$ cat src/rtl/lbist_pkg.sv
package lbist_pkg;

    typedef enum logic [1:0] {
        LB_SKIP     = 2'd0,
        LB_PASS     = 2'd1,
        LB_UPSTREAM = 2'd2,
        LB_LOCAL    = 2'd3
    } lbist_verdict_e;

    // Step a pattern index, wrapping at or past the last slot of the set
    function automatic int unsigned lbist_step_idx(int unsigned cur, int unsigned last);
        return (cur >= last) ? 0 : cur + 1;
    endfunction

endpackage

$ cat src/rtl/lbist_pattern_gen.sv
module lbist_pattern_gen #(
    parameter int unsigned W  = 8,
    parameter int unsigned IW = 3
) (
    input  logic [IW-1:0] idx,
    output logic [W-1:0]  pat
);
    logic [IW-1:0] addr_bit;

    assign addr_bit = idx >> 1;

    // bit i of the word is address bit (idx/2) of i, complemented on odd idx
    for (genvar i = 0; i < W; i++) begin : g_bit
        assign pat[i] = (((i >> int'(addr_bit)) & 1) == 1) ^ idx[0];
    end
endmodule

$ cat src/rtl/lbist_tx.sv
module lbist_tx #(
    parameter int unsigned W          = 8,
    parameter int unsigned IW         = 3,
    parameter int unsigned LAST_FULL  = 5,
    parameter logic [W-1:0] FAULT_CODE = 'h81
) (
    input  logic         clk,
    input  logic         rst_n,
    input  logic         full_mode,
    input  logic         fault_clr,
    input  logic         code_req,
    input  logic         loc_put,
    input  logic [W-1:0] loc_flit,
    output logic         lnk_out_put,
    output logic [W-1:0] lnk_out_data
);
    import lbist_pkg::*;

    typedef struct packed {
        logic          put;
        logic [W-1:0]  data;
        logic [IW-1:0] idx;
        logic          pend;
    } tx_state_t;

    tx_state_t     st_d, st_q;
    logic [W-1:0]  pat;
    logic [IW-1:0] idx_nxt;

    lbist_pattern_gen #(.W(W), .IW(IW)) u_pat (
        .idx (st_q.idx),
        .pat (pat)
    );

    always_comb begin
        idx_nxt = IW'(lbist_step_idx(int'(st_q.idx), full_mode ? LAST_FULL : 1));
        st_d    = st_q;
        if (loc_put) begin
            st_d.put  = 1'b1;
            st_d.data = loc_flit;
        end else begin
            st_d.put  = 1'b0;
            st_d.data = st_q.pend ? FAULT_CODE : pat;
            st_d.idx  = idx_nxt;
        end
        // pending code survives busy cycles, leaves with the first idle one
        st_d.pend = fault_clr ? 1'b0 : (code_req | (st_q.pend & loc_put));
    end

    always_ff @(posedge clk or negedge rst_n) begin
        if (!rst_n) begin
            st_q <= '0;
        end else begin
            st_q <= st_d;
        end
    end

    assign lnk_out_put  = st_q.put;
    assign lnk_out_data = st_q.data;

    a_r1_flit_pass: assert property (@(posedge clk) disable iff (!rst_n)
        loc_put |=> (lnk_out_put && lnk_out_data == $past(loc_flit)));

    a_r2_idle_drops_put: assert property (@(posedge clk) disable iff (!rst_n)
        !loc_put |=> !lnk_out_put);

    a_r8_code_in_idle_slot: assert property (@(posedge clk) disable iff (!rst_n)
        (st_q.pend && !loc_put) |=> (lnk_out_data == FAULT_CODE));

    a_r4_busy_holds_index: assert property (@(posedge clk) disable iff (!rst_n)
        loc_put |=> $stable(st_q.idx));

    a_r3_tx_index_range: assert property (@(posedge clk) disable iff (!rst_n)
        int'(st_q.idx) <= LAST_FULL);
endmodule

$ cat src/rtl/lbist_rx.sv
module lbist_rx #(
    parameter int unsigned W          = 8,
    parameter int unsigned IW         = 3,
    parameter int unsigned LAST_FULL  = 5,
    parameter logic [W-1:0] SOP_WORD   = 'h7E,
    parameter logic [W-1:0] FAULT_CODE = 'h81
) (
    input  logic         clk,
    input  logic         rst_n,
    input  logic         full_mode,
    input  logic         fault_clr,
    input  logic         lnk_in_put,
    input  logic [W-1:0] lnk_in_data,
    output logic         up_out_fault,
    output logic         loc_in_fault,
    output logic         local_fault_evt
);
    import lbist_pkg::*;

    typedef struct packed {
        logic          cap_put;
        logic [W-1:0]  cap_data;
        logic [IW-1:0] idx;
        logic          up_flt;
        logic          in_flt;
    } rx_state_t;

    rx_state_t      st_d, st_q;
    logic [W-1:0]   expect_word;
    lbist_verdict_e verdict;

    lbist_pattern_gen #(.W(W), .IW(IW)) u_pat (
        .idx (st_q.idx),
        .pat (expect_word)
    );

    // the compared word was registered a cycle earlier, so a bit that
    // settles late after a pattern change shows up as a mismatch
    always_comb begin
        if (st_q.cap_put) begin
            verdict = LB_SKIP;
        end else if (st_q.cap_data == FAULT_CODE) begin
            verdict = LB_UPSTREAM;
        end else if (st_q.cap_data != SOP_WORD && st_q.cap_data != expect_word) begin
            verdict = LB_LOCAL;
        end else begin
            verdict = LB_PASS;
        end
    end

    always_comb begin
        st_d          = st_q;
        st_d.cap_put  = lnk_in_put;
        st_d.cap_data = lnk_in_data;
        if (verdict != LB_SKIP) begin
            st_d.idx = IW'(lbist_step_idx(int'(st_q.idx), full_mode ? LAST_FULL : 1));
        end
        if (verdict == LB_UPSTREAM) st_d.up_flt = 1'b1;
        if (verdict == LB_LOCAL)    st_d.in_flt = 1'b1;
        if (fault_clr) begin
            st_d.up_flt = 1'b0;
            st_d.in_flt = 1'b0;
        end
    end

    always_ff @(posedge clk or negedge rst_n) begin
        if (!rst_n) begin
            st_q         <= '0;
            st_q.cap_put <= 1'b1;
        end else begin
            st_q <= st_d;
        end
    end

    assign up_out_fault    = st_q.up_flt;
    assign loc_in_fault    = st_q.in_flt;
    assign local_fault_evt = (verdict == LB_LOCAL);

    a_r9_sticky_local: assert property (@(posedge clk) disable iff (!rst_n)
        (loc_in_fault && !fault_clr) |=> loc_in_fault);

    a_r9_sticky_upstream: assert property (@(posedge clk) disable iff (!rst_n)
        (up_out_fault && !fault_clr) |=> up_out_fault);

    a_r9_clear_wins: assert property (@(posedge clk) disable iff (!rst_n)
        fault_clr |=> (!up_out_fault && !loc_in_fault));

    a_r7_busy_holds_index: assert property (@(posedge clk) disable iff (!rst_n)
        st_q.cap_put |=> $stable(st_q.idx));

    a_r5_code_flags_upstream: assert property (@(posedge clk) disable iff (!rst_n)
        (!st_q.cap_put && st_q.cap_data == FAULT_CODE && !fault_clr) |=> up_out_fault);

    a_r3_rx_index_range: assert property (@(posedge clk) disable iff (!rst_n)
        int'(st_q.idx) <= LAST_FULL);
endmodule

$ cat src/rtl/link_bist_port.sv
module link_bist_port #(
    parameter int unsigned W          = 8,
    parameter logic [W-1:0] SOP_WORD   = 'h7E,
    parameter logic [W-1:0] FAULT_CODE = 'h81
) (
    input  logic         clk,
    input  logic         rst_n,
    input  logic         full_mode,
    input  logic         fault_clr,
    input  logic         loc_put,
    input  logic [W-1:0] loc_flit,
    output logic         lnk_out_put,
    output logic [W-1:0] lnk_out_data,
    input  logic         lnk_in_put,
    input  logic [W-1:0] lnk_in_data,
    output logic         up_out_fault,
    output logic         loc_in_fault
);
    localparam int unsigned ADDR_BITS = (W > 1) ? $clog2(W) : 1;
    localparam int unsigned NPAT      = 2 * ADDR_BITS;
    localparam int unsigned IW        = $clog2(NPAT);
    localparam int unsigned LAST_FULL = NPAT - 1;

    logic code_req;

    lbist_tx #(
        .W(W), .IW(IW), .LAST_FULL(LAST_FULL), .FAULT_CODE(FAULT_CODE)
    ) u_tx (
        .clk          (clk),
        .rst_n        (rst_n),
        .full_mode    (full_mode),
        .fault_clr    (fault_clr),
        .code_req     (code_req),
        .loc_put      (loc_put),
        .loc_flit     (loc_flit),
        .lnk_out_put  (lnk_out_put),
        .lnk_out_data (lnk_out_data)
    );

    lbist_rx #(
        .W(W), .IW(IW), .LAST_FULL(LAST_FULL),
        .SOP_WORD(SOP_WORD), .FAULT_CODE(FAULT_CODE)
    ) u_rx (
        .clk             (clk),
        .rst_n           (rst_n),
        .full_mode       (full_mode),
        .fault_clr       (fault_clr),
        .lnk_in_put      (lnk_in_put),
        .lnk_in_data     (lnk_in_data),
        .up_out_fault    (up_out_fault),
        .loc_in_fault    (loc_in_fault),
        .local_fault_evt (code_req)
    );

    // reserved words must never collide with a test word
    initial begin
        for (int j = 0; j < int'(NPAT); j++) begin
            logic [W-1:0] w;
            for (int b = 0; b < int'(W); b++) begin
                w[b] = (((b >> (j / 2)) & 1) == 1) ^ ((j % 2) == 1);
            end
            a_r2_reserved_distinct: assert (w != SOP_WORD && w != FAULT_CODE && SOP_WORD != FAULT_CODE)
                else $error("reserved word equals test word %0d", j);
        end
    end
endmodule

$ cat config.mk
export PLATFORM = sky130hd
export DESIGN_NAME = link_bist_port
export DESIGN_NICKNAME = d
export VERILOG_FILES = /design/src/rtl/lbist_pkg.sv /design/src/rtl/lbist_pattern_gen.sv /design/src/rtl/lbist_tx.sv /design/src/rtl/lbist_rx.sv /design/src/rtl/link_bist_port.sv
export SDC_FILE = /design/constraint.sdc
export NUM_CORES = 1
export LEC_CHECK = 0
export ABC_AREA = 1
export BUFFER_PORTS_ARGS = -buffer_cell sky130_fd_sc_hd__clkbuf_2
export CAP_MARGIN = 20
export CORE_MARGIN = 4
export CORE_UTILIZATION = 61
export CTS_BUF_LIST = sky130_fd_sc_hd__clkbuf_8
export CTS_CLUSTER_DIAMETER = 30
export DETAILED_ROUTE_END_ITERATION = 8
export MAX_ROUTING_LAYER = met4
export PLACE_DENSITY_LB_ADDON = 0.25
export SLEW_MARGIN = 20
export SYNTH_ARGS = -nofsm -noshare
export SYNTH_HDL_FRONTEND = slang
export SYNTH_SLANG_ARGS = --single-unit
$ cat constraint.sdc
create_clock -name clk -period 3.6 [get_ports clk]
set_clock_uncertainty 0.15 [all_clocks]
set_input_delay 1.08 -clock clk [delete_from_list [all_inputs] [get_ports clk]]
set_output_delay 1.08 -clock clk [all_outputs]
set_load 0.01 [all_outputs]
== Word level (Yosys, flattened, before mapping) ==
Cells that the tools add are included.
Word-level totals
  output and inout port bits: 11
  bits in registers: 27
  bits of input ports: 22
  word-level logic and storage cells: 68
Cells by class
  shift-type cells: 16
  $lt $le $gt $ge: 2
  equal/unequal tests: 5
  muxes and demuxes: 12
  bitwise logic cells: 18
  $add $sub $neg: 2
  reduce and logical (&&, ||, !) cells: 4
Operators by type and width (count)
  greater-or-equal comparator 3 x 32 -> 1 bit: 2
  right shift 3 x 2 -> 1 bit (first input constant): 8
  bitwise XOR 1 bit: 16
  2-to-1 mux 3 bit: 3
  2-to-1 mux 9 bit: 1
  == test 8 bit (second input constant): 1
  2-to-1 mux 2 bit: 4
  2-to-1 mux 8 bit: 1
  inequality test 8 x 7 -> 1 bit (second input constant): 1
  inequality test 8 bit: 1
  right shift 1 x 2 -> 1 bit (first input constant): 4
  right shift 2 x 2 -> 1 bit (first input constant): 4
  adder 3 x 1 -> 3 bit (second input constant): 2
  nonzero test 2 bit: 3
  == test 2 bit (second input constant): 2
  2-to-1 mux 1 bit: 3
  AND 1 bit: 1
  logical AND 1 bit: 1
  OR 1 bit: 1

== Depth between registers and ports, before layout ==
  depth in word-level cells: 10
  mapped depth: 13
  mapped depth without buffers: 13

== Cells and area by module ==
From an unflattened synthesis, not the netlist that was laid out.
Unflattened totals
  cells, all modules: 178
  area total of the unflattened synthesis: 1586.5 um^2
Modules (own cells, without submodules)
  lbist_rx: cells each 82, area each 681.9 um^2, times used 1
  lbist_tx: cells each 58, area each 606.8 um^2, times used 1
  lbist_pattern_gen: cells each 19, area each 148.9 um^2, times used 2

== Worst setup path before layout ==
OpenSTA, ideal clock, no wires.
  kind: input to register
  start point: in full_mode
  end point: reg u_rx.st_q[2] in the netlist's numbering
  slack: 1.638 ns
  arrival: 1.729 ns
  cell stages on the path: 5
  buffers on the path: 0
  library setup time: 0.083 ns
  path through: inv_1 ha_1 a21oi_1 nand3_1 o21ai_0
On the way
  longest elaborated chain between the ends: 3
RTL lines
  start, declared: RTL line link_bist_port.sv:8  | input logic full_mode,
  2-to-1 mux 3 bit: RTL line lbist_rx.sv:56  | st_d.idx = IW'(lbist_step_idx(int'(st_q.idx), full_mode ? LAST_FULL : 1));
  greater-or-equal comparator 3 x 32 -> 1 bit: RTL line lbist_pkg.sv:12  | return (cur >= last) ? 0 : cur + 1;
  2-to-1 mux 3 bit: RTL line lbist_pkg.sv:12
  end signal, assigned: RTL line lbist_rx.sv:71  | st_q <= st_d;
  end, declared: RTL line lbist_rx.sv:28  | rx_state_t st_d, st_q;
Every way passes these cells.
A chain may end at the register's enable or synchronous reset.

==> flow_summary.toml <==
[worst_setup_path]
cp.required_ns = 3.66
rrSetupSlack_ns = 1.71
worstPathArrival_ns = 2.08
start_kind = "input port"
critPathCaptureType = "flip-flop"
crit_type = "input port to flip-flop"
critical_path_peak_fanout = 10

[place]
io_buffers = 32
pre_cts_ws_ns = 1.328
place_hpwl_um = 2369
gp_congestion = 0.8356
place_area_mm2 = 0.001710

[global_route]
overflow = 0
grt_max_degree = 28
grt_pass1_wl_um = 5119
grtUsageTotal_pct = 19.82
grt_pass1_vias = 1230
grt_antenna_before_repair = 0

[logic_synthesis]
synth_fp_nets = 234
synth_xor_area_share_pct = 2.737
synth-simple-area-share_pct = 21.58
syn_avg_cell_area_um2 = 8.165
synthMuxAreaShare_pct = 0
synth_fa_ha_area_share_pct = 12.51
ys_types = 21
yosysWarnings = 0
ys_seq_area_share_pct = 42.30
synth-seq-cells = 27
synth-compound-area-share_pct = 6.959
syn-cell-area_mm2 = 0.001600
synth_cells = 196
synth_top_family_by_area = "simple AND/OR/NAND/NOR gates"

[routing]
ant_nets = 0
drc_errors = 0
wl_per_cell_um = 11.81
wl_um = 2965
viasPerCell = 5.048
drt_pass1_iterations = 5
routed-via-count = 1267
drt_iter0_markers = 33

[power]
p_seq_share_pct = 40.7
p_leak_uw = 0.0009892
power_density_mw_per_mm2 = 621.8
ir_drop_mv = 0.5392
p_comb_share_pct = 44.6
switchingPower_uw = 455.7
intPower_uw = 635.8
power_frac_clock_pct = 14.8
p_sw_share_pct = 41.75

[status]
status = "completed"

[finish]
fill_cells = 200
register_area_um2 = 676.9
fin_area_mm2 = 0.001755
fin_nets = 260
drive_gt1_share_pct = 19.00
area_growth_syn_to_layout_pct = 9.695
multi_input_area_um2 = 700.7
diodes = 0

[sta]
fin_ws_ns = 1.573
finalSetupViolCount = 0
fin_crit_sh_pct = 56.30
worstMarginPinSlew_ns = 0.6330
final.setup.tns_ns = 0
rsz0062_at_grt = "false"
slew_headroom_pct = 57.80
hold_viol_final = 0
fmax_mhz = 493.4
slew_viol_final = 0
min_period_ns = 2.027

[clocking]
clock_path_buffers = 2
clock-root-buffer = "clkbuf_8"
cts-buffers-inserted = 3
h-tree-depth = 1
post_cts_resized = 0
postCtsSetupBuffers = 0
cts.clk_slew.worst_paths_ns = 0.08
hold_buffers = 0
cts_sinks = 27
cts_tree = "yes"
clk_latency_ns = 0.27

[floorplanning]
dieArea_mm2 = 0.003507
die_x_um = 59.22
io_pins = 33
placement_rows = 18
core_area_mm2 = 0.002500
die_h_um = 59.22
start_util_pct = 64.01

[flow_run]
maxCapViolations = 0

[worst_hold_path]
hold_path_class = "flip-flop to flip-flop"
-- layout by cell type, fill, tap and decap left out --
cell      netlist  final
inv_2           1      1
xor2_1          3      3
nand2_2         3      3
a21oi_1         7      7
clkinv_1        1      1
inv_1          31     32
dfrtp_1        26     26
o21ai_0        14     14
nand2_1        48     48
inv_8           1      1
nor2_1         11     11
ha_1           16     16
dfstp_2         1      1
clkbuf_2        0     32
xnor2_1         2      2
o22ai_1         1      1
clkbuf_8        0      3
nand2_4         1      1
nand3_1        15     15
nand4_1         3      3
-- critical path: stages --
cell and delay (ns):
clkbuf_2 0.16, nor2_1 0.34, inv_1 0.12, a21oi_1 0.17, o21ai_0 0.12, nand2_1 0.08
-- per-layer routing --
metal  GRT usage [%]  routed length, um  vias to the layer above
li1                -                  -                      643
met1           23.78               1269                      574
met2           32.76               1460                       44
met3           5.011                190                        6
met4           5.825                 44                        0
met5               -                  0                        -
-- power groups by stage --
stage	clock network [uW]	registers, uW	logic, uW
after floorplan	0	407	441
after global placement	0	445	463
after detailed placement	0	449	488
after CTS	167	443	491
after global routing	176	454	569
final	161	444	486
-- synth_stat cells --
cell type | count | area (um2)
xnor2_1 | 2 | 17.52
dfstp_2 | 1 | 26.28
nand2_4 | 1 | 11.26
inv_8 | 1 | 11.26
nand4_1 | 3 | 18.77
ha_1 | 16 | 200.2
buf_2 | 1 | 5.000
buf_4 | 8 | 60.06
o22ai_1 | 1 | 6.260
nand2_2 | 3 | 18.77
nand2_1 | 48 | 180.2
buf_6 | 2 | 22.52
dfrtp_1 | 26 | 650.6
xor2_1 | 3 | 26.28
clkinv_1 | 1 | 3.750
o21ai_0 | 14 | 70.07
nand3_1 | 15 | 75.07
inv_1 | 31 | 116.4
nor2_1 | 11 | 41.29
inv_2 | 1 | 3.750
a21oi_1 | 7 | 35.03
-- layout make-up --
class | count | share of cell area (%)
well taps | 30 | 2.138
inverters | 34 | 7.698
multi-input cells | 124 | 39.91
flip-flops and latches | 27 | 38.56
repair buffers | 32 | 9.123
clock inverters | 1 | 0.2138
clock buffers | 3 | 2.352
-- worst paths after layout --
kind                                   start  cells past startpoint              endpoint
setup / recovery                     loc_put                      6  u_tx.lnk_out_data[1]
hold reg to reg            u_rx.up_out_fault                      2     u_rx.up_out_fault
hold / removal             u_rx.up_out_fault                      2     u_rx.up_out_fault
min in group asynchronous              rst_n                      1     u_rx.loc_in_fault
setup reg to reg                u_rx.st_q[4]                     12     u_rx.loc_in_fault
max in group asynchronous              rst_n                      1  u_tx.lnk_out_data[5]
-- state kept, by name, summed over array words and instances (netlist names) --
| register | count |
|---|---|
| u_rx.st_q | 12 |
| u_tx.lnk_out_data | 8 |
| u_tx.st_q | 4 |
| u_rx.loc_in_fault | 1 |
| u_rx.up_out_fault | 1 |
| u_tx.lnk_out_put | 1 |
-- logic make-up (layout without fill, tap and decap cells) --
| family | after synthesis | in the layout |
|---|---|---|
| xor gates and xnor gates | 5 | 5 |
| AOI/OAI and AO/OA | 22 | 22 |
| buffers and inverters | 45 | 70 |
| DFF | 27 | 27 |
| and+or+nand+nor | 81 | 81 |
| adders and majority gates | 16 | 16 |
-- metrics by stage --
step           power [uW]  hold WS [ns]  util, %  cells
2_1_floorplan       847.8        0.3524        -    196
3_3_place_gp        907.6        0.3527    68.42    247
3_5_place_dp        936.8        0.3589    68.42    247
4_1_cts              1101        0.3717    70.22    251
5_1_grt              1200        0.3875    70.22    251
6_report             1092        0.3660    70.22    251
(Power assumes the default switching activity.)
